[src/rtl/irq_vec_pkg.sv]
package irq_vec_pkg;

  typedef enum logic [1:0] {
    PATH_GEN  = 2'd0,
    PATH_FLAT = 2'd1,
    PATH_VEC  = 2'd2
  } path_e;

  typedef struct packed {
    logic  loadCtl;
    logic  loadBase;
    logic  loadOut;
    logic  useExt;
    path_e path;
  } ctrl_strb_t;

endpackage

[src/rtl/irq_vec_ctrl.sv]
module irq_vec_ctrl
  import irq_vec_pkg::*;
(
  input  logic       ctlWrEn,
  input  logic       baseWrEn,
  input  logic       takeIrq,
  input  logic       causeVecEn,
  input  logic       statusBev,
  input  logic       extCtrlMode,
  input  logic       spacingZero,
  output ctrl_strb_t strb
);

  path_e pathSel;

  always_comb begin
    if (!causeVecEn)                    pathSel = PATH_GEN;
    else if (statusBev || spacingZero)  pathSel = PATH_FLAT;
    else                                pathSel = PATH_VEC;
  end

  always_comb begin
    strb.loadCtl  = ctlWrEn;
    strb.loadBase = baseWrEn;
    strb.loadOut  = takeIrq;
    strb.useExt   = extCtrlMode;
    strb.path     = pathSel;
  end

endmodule

[src/rtl/irq_vec_dp.sv]
module irq_vec_dp
  import irq_vec_pkg::*;
#(
  parameter int ADDR_W     = 32,
  parameter int PEND_W     = 8,
  parameter int SPC_W      = 5,
  parameter int SPC_LSB    = 5,
  parameter int BASE_LSB   = 12,
  parameter int BASE_MSB   = 29,
  parameter int UNIT_SHIFT = 5,
  parameter int GEN_OFF    = 'h180,
  parameter int VEC_OFF    = 'h200
) (
  input  logic              clk,
  input  logic              rstN,
  input  ctrl_strb_t        strb,
  input  logic [ADDR_W-1:0] wrData,
  input  logic [PEND_W-1:0] pendBits,
  input  logic [PEND_W-1:0] maskBits,
  output logic              spacingZero,
  output logic [ADDR_W-1:0] ctlRegQ,
  output logic [ADDR_W-1:0] baseRegQ,
  output logic [ADDR_W-1:0] vecOffset,
  output logic [ADDR_W-1:0] vecAddr
);

  localparam int IDX_W = (PEND_W > 1) ? $clog2(PEND_W) : 1;
  localparam logic [ADDR_W-1:0] ONES      = {ADDR_W{1'b1}};
  localparam logic [ADDR_W-1:0] CTL_MASK  =
      {{(ADDR_W-SPC_W){1'b0}}, {SPC_W{1'b1}}} << SPC_LSB;
  localparam logic [ADDR_W-1:0] BASE_MASK =
      (ONES >> (ADDR_W-1-BASE_MSB)) & (ONES << BASE_LSB);
  localparam logic [ADDR_W-1:0] GEN_OFFSET = ADDR_W'(GEN_OFF);
  localparam logic [ADDR_W-1:0] VEC_OFFSET = ADDR_W'(VEC_OFF);

  logic [ADDR_W-1:0] ctlReg, baseReg;
  logic [ADDR_W-1:0] offReg, addrReg;
  logic [SPC_W-1:0]  spacing;
  logic [PEND_W-1:0] maskedPend;
  logic [PEND_W-1:0] topHit;
  logic [IDX_W-1:0]  intVec;
  logic [PEND_W-1:0] vecNum;
  logic [ADDR_W-1:0] stepProd;
  logic [ADDR_W-1:0] nextOff;
  logic [ADDR_W-1:0] nextAddr;

  // Register file: masked writes
  always_ff @(posedge clk) begin
    if (!rstN) begin
      ctlReg  <= '0;
      baseReg <= '0;
    end else begin
      if (strb.loadCtl)
        ctlReg <= (ctlReg & ~CTL_MASK) | (wrData & CTL_MASK);
      if (strb.loadBase)
        baseReg <= (baseReg & ~BASE_MASK) | (wrData & BASE_MASK);
    end
  end

  assign spacing     = ctlReg[SPC_LSB +: SPC_W];
  assign spacingZero = (spacing == '0);
  assign maskedPend  = pendBits & maskBits;

  // Priority encoder: a line is the top hit when nothing above it is set
  for (genvar i = 0; i < PEND_W; i++) begin : g_top
    assign topHit[i] = maskedPend[i] & ~(|(maskedPend >> (i + 1)));
  end

  always_comb begin
    intVec = '0;
    for (int i = 0; i < PEND_W; i++) begin
      if (topHit[i]) intVec = IDX_W'(i);
    end
  end

  assign vecNum   = strb.useExt ? pendBits : PEND_W'(intVec);
  assign stepProd = ADDR_W'(vecNum) * ADDR_W'(spacing);

  always_comb begin
    unique case (strb.path)
      PATH_GEN:  nextOff = GEN_OFFSET;
      PATH_FLAT: nextOff = VEC_OFFSET;
      default:   nextOff = VEC_OFFSET + (stepProd << UNIT_SHIFT);
    endcase
  end

  assign nextAddr = baseReg + nextOff;

  always_ff @(posedge clk) begin
    if (!rstN) begin
      offReg  <= '0;
      addrReg <= '0;
    end else if (strb.loadOut) begin
      offReg  <= nextOff;
      addrReg <= nextAddr;
    end
  end

  assign ctlRegQ   = ctlReg;
  assign baseRegQ  = baseReg;
  assign vecOffset = offReg;
  assign vecAddr   = addrReg;

endmodule

[src/rtl/irq_vector_gen.sv]
module irq_vector_gen
  import irq_vec_pkg::*;
#(
  parameter int ADDR_W   = 32,
  parameter int PEND_W   = 8,
  parameter int SPC_W    = 5,
  parameter int SPC_LSB  = 5,
  parameter int BASE_LSB = 12,
  parameter int BASE_MSB = 29
) (
  input  logic              clk,
  input  logic              rstN,
  input  logic              ctlWrEn,
  input  logic              baseWrEn,
  input  logic [ADDR_W-1:0] wrData,
  input  logic              causeVecEn,
  input  logic              statusBev,
  input  logic              extCtrlMode,
  input  logic [PEND_W-1:0] pendBits,
  input  logic [PEND_W-1:0] maskBits,
  input  logic              takeIrq,
  output logic [ADDR_W-1:0] ctlRegQ,
  output logic [ADDR_W-1:0] baseRegQ,
  output logic [ADDR_W-1:0] vecOffset,
  output logic [ADDR_W-1:0] vecAddr
);

  ctrl_strb_t strb;
  logic       spacingZero;

  irq_vec_ctrl u_ctrl (
    .ctlWrEn    (ctlWrEn),
    .baseWrEn   (baseWrEn),
    .takeIrq    (takeIrq),
    .causeVecEn (causeVecEn),
    .statusBev  (statusBev),
    .extCtrlMode(extCtrlMode),
    .spacingZero(spacingZero),
    .strb       (strb)
  );

  irq_vec_dp #(
    .ADDR_W  (ADDR_W),
    .PEND_W  (PEND_W),
    .SPC_W   (SPC_W),
    .SPC_LSB (SPC_LSB),
    .BASE_LSB(BASE_LSB),
    .BASE_MSB(BASE_MSB)
  ) u_dp (
    .clk        (clk),
    .rstN       (rstN),
    .strb       (strb),
    .wrData     (wrData),
    .pendBits   (pendBits),
    .maskBits   (maskBits),
    .spacingZero(spacingZero),
    .ctlRegQ    (ctlRegQ),
    .baseRegQ   (baseRegQ),
    .vecOffset  (vecOffset),
    .vecAddr    (vecAddr)
  );

endmodule

[config.mk]
export PLATFORM = sky130hd
export DESIGN_NAME = irq_vector_gen
export DESIGN_NICKNAME = d
export VERILOG_FILES = /design/src/rtl/irq_vec_pkg.sv /design/src/rtl/irq_vec_ctrl.sv /design/src/rtl/irq_vec_dp.sv /design/src/rtl/irq_vector_gen.sv
export SDC_FILE = /design/constraint.sdc
export NUM_CORES = 1
export LEC_CHECK = 0
export BUFFER_PORTS_ARGS = -buffer_cell sky130_fd_sc_hd__buf_4
export CELL_PAD_IN_SITES_DETAIL_PLACEMENT = 1
export CELL_PAD_IN_SITES_GLOBAL_PLACEMENT = 1
export CORE_MARGIN = 4
export CORE_UTILIZATION = 39
export CTS_BUF_LIST = sky130_fd_sc_hd__clkbuf_16
export DETAILED_ROUTE_END_ITERATION = 6
export PLACE_DENSITY_LB_ADDON = 0.1
export SYNTH_ARGS = -nofsm -noshare
export SYNTH_HDL_FRONTEND = slang
export SYNTH_SLANG_ARGS = --single-unit
[constraint.sdc]
create_clock -name clk -period 22 [get_ports clk]
set_input_delay 5.5 -clock clk [delete_from_list [all_inputs] [get_ports clk]]
set_output_delay 5.5 -clock clk [all_outputs]
set_load 0.05 [all_outputs]
==> impl_metrics.py <==
metrics = {
    "run_status": {
        "status": "finished, final reports clean",
    },
    "clock_tree": {
        "htree_levels": 3,
        "clk_pin_slew_ns": 0.05,
        "cts_tree": "built",
        "clock_latency_ns": 0.34,
        "numCtsBuffers": 9,
        "clk_path_buf_depth": 2,
        "clock-sinks": 62,
        "clock-root-buffer": "clkbuf_16",
        "ctsHoldBuffers": 0,
        "post_cts.resized_instances": 0,
        "cts_setup_buffers": 0,
    },
    "logic_synthesis": {
        "synth_top_cell_by_area": "dfxtp_1",
        "synth_top_area_share_pct": 25.6,
        "avgSynthCellArea_um2": 8.60,
        "ys_async_sr_fraction_pct": 0,
        "synth_ff_type": "dfxtp_1",
        "synth-seq-cells": 62,
        "synth_edf_count": 0,
        "synthCells": 563,
        "ys_types": 60,
        "ys_top_cells_by_area": "dfxtp_1, buf_4, ha_1, fa_1, mux2i_1",
        "syn_area_um2": 4840,
        "yosysWarnings": 0,
        "ys_seq_area_share_pct": 25.6,
    },
    "worst_setup_path": {
        "worst-path-max-fanout": 7,
        "critPathLaunchType": "primary input",
        "worstPathArrival_ns": 12.26,
        "cp_slowest_stage_delay_ns": 0.55,
        "crit_required_ns": 22.20,
        "endpoint_kind": "register",
        "critPathBufInv": 2,
        "setup.worst_path.class": "in -> reg",
        "crit_family": "compound AO/OA/AOI/OAI gates",
        "cp_slowest_cell": "fa_1",
    },
    "timing": {
        "slew_violations": 0,
        "tns_ns": 0,
        "setup_viol": 0,
        "relSlewSlack_pct": 30.5,
        "setup_slack_ns": 9.94,
        "hold_violations": 0,
        "fin_skew_ns": 0.00841,
        "fin_crit_sh_pct": 54.8,
        "worst_slew_pin_slew_ns": 1.04,
        "rsz0062_at_grt": "false",
        "fin_hold_ws_ns": 0.453,
        "fmax_ghz": 0.0830,
        "fin_crit_ns": 12.06,
    },
    "route": {
        "routed_wl_mm": 12.6,
        "vias": 4077,
        "drt_iter0_drc": 164,
        "firstDrtPassIters": 4,
        "avgViaCountPerCell": 4.90,
        "drcViolationCount": 0,
        "antenna_left": 0,
        "route.detailed.wl_per_inst_um": 15.2,
    },
    "finish": {
        "final_cell_area_um2": 5830,
        "syn2layout_area_growth_pct": 20.4,
        "stdcell_count": 832,
        "fill_cells": 1464,
        "drive_gt1_share_pct": 19.3,
        "seq_area_um2": 1240,
        "final_cell_mix": "buf_4, conb_1, dfxtp_1",
        "antennaDiodeCount": 0,
        "multi_input_area_um2": 3120,
        "nets": 763,
        "final_common_cell": "buf_4",
    },
    "global_route": {
        "grt_pass1_wl_mm": 21.0,
        "grt_max_degree": 50,
        "gr-total-overflow": 0,
        "grt_usage_pct": 18.1,
        "antenna_found_initial": 0,
        "grt_pass1_vias": 4238,
    },
    "flow_run": {
        "maxCapViolCount": 0,
    },
    "placement": {
        "dp_hpwl_mm": 10.0,
        "place_ws_ns": 9.58,
        "routabilityCongestion": 0.787,
        "io_buffer_count": 109,
        "numPlacedInstances": 816,
        "place_area_um2": 5520,
    },
    "floorplanning": {
        "core_area_um2": 12100,
        "start_util_pct": 40.1,
        "die_area_um2": 14300,
        "die_h_um": 119,
        "fp.dieW_um": 119,
        "rows": 40,
        "ios": 184,
    },
    "power": {
        "ir_drop_uv": 57.9,
        "leakagePower_nw": 2.82,
        "power.density_nw_per_um2": 65.3,
    },
    "min_path": {
        "hold_class": "reg -> reg",
    },
}
-- cell families (layout without fill, tap and decap cells) --
kind of cell | Yosys count | after routing | synth area share [%]
simple gates | 178 | 178 | 19.4
buf+inv | 123 | 160 | 14.9
compound gates | 90 | 90 | 12.7
flops | 62 | 62 | 25.6
fa+ha+maj | 48 | 48 | 15.2
xor+xnor | 32 | 32 | 6.07
mux | 29 | 29 | 6.05
other cells | 1 | 65 | 0.0774
-- report_power, final --
group,leakage (nW),internal (mW),switching [mW]
combinational,2.16,0.0323,0.0750
sequential,0.508,0.118,0.00576
clock,0.157,0.0975,0.0524
-- layer usage --
| layer | vias to the layer above | part of all wire (%) | routed length (µm) | global-route usage, % |
|---|---|---|---|---|
| met2 | 96 | 50 | 6330 | 31.6 |
| met1 | 1993 | 43 | 5450 | 21.7 |
| met4 | 0 | 0.89 | 113 | 4.22 |
| li1 | 1979 | - | - | - |
| met3 | 9 | 5.9 | 746 | 5.70 |
| met5 | - | 0 | 0 | 0 |
-- through the flow --
stage	utilization (%)	power, mW
after CTS	48.3	0.385
final	48.3	0.381
after global routing	48.3	0.400
after global placement	45.8	0.231
after detailed placement	45.8	0.233
after floorplan	-	0.215
-- state kept, by name (all words and copies together), names as in the netlist --
name,cells
u_dp.vecAddr,27
u_dp.baseRegQ,18
u_dp.vecOffset,12
u_dp.ctlRegQ,5
-- cells in the mapped netlist (16+ instances only) --
| library cell | instances |
|---|---|
| xor2_1 | 16 |
| nor2_1 | 21 |
| nor2b_1 | 33 |
| clkbuf_1 | 17 |
| mux2i_1 | 27 |
| inv_1 | 35 |
| dfxtp_1 | 62 |
| fa_1 | 18 |
| a21oi_1 | 18 |
| o21ai_0 | 21 |
| nand3_1 | 27 |
| nand2_1 | 39 |
| ha_1 | 30 |
| buf_4 | 66 |
-- worst register-to-register path, delay by kind of cell, from the launching register on --
| kind | cells | cell delay, ns |
|---|---|---|
| AND/OR/NAND/NOR | 5 | 0.72 |
| AO/OA/AOI/OAI | 7 | 1.82 |
| XOR/XNOR | 3 | 0.71 |
| buffers and inverters | 1 | 0.05 |
| flip-flops | 1 | 0.57 |
| adder cells (fa/ha/maj) | 5 | 2.23 |
-- worst paths after layout --
path                                      start                       endpoint  slack [ns]  cells past startpoint
setup / recovery                    pendBits[7]  u_dp.vecAddr[25]$_SDFFE_PN0P_        9.94                     27
hold / removal    u_dp.vecAddr[24]$_SDFFE_PN0P_  u_dp.vecAddr[24]$_SDFFE_PN0P_        0.45                      2
setup reg to reg   u_dp.ctlRegQ[9]$_SDFFE_PN0P_  u_dp.vecAddr[25]$_SDFFE_PN0P_       15.75                     21
hold reg to reg   u_dp.vecAddr[24]$_SDFFE_PN0P_  u_dp.vecAddr[24]$_SDFFE_PN0P_        0.45                      2
-- area by class of cell --
class / instances / area share (%)
inverters: 35 / 2.25
clock inverters: 7 / 1.42
well taps: 168 / 3.61
multi-input cells: 442 / 53.5
flip-flops and latches: 62 / 21.3
repair buffers: 109 / 14.0
clock buffers: 9 / 3.86
Note: power is estimated with default switching activity, not from simulation.
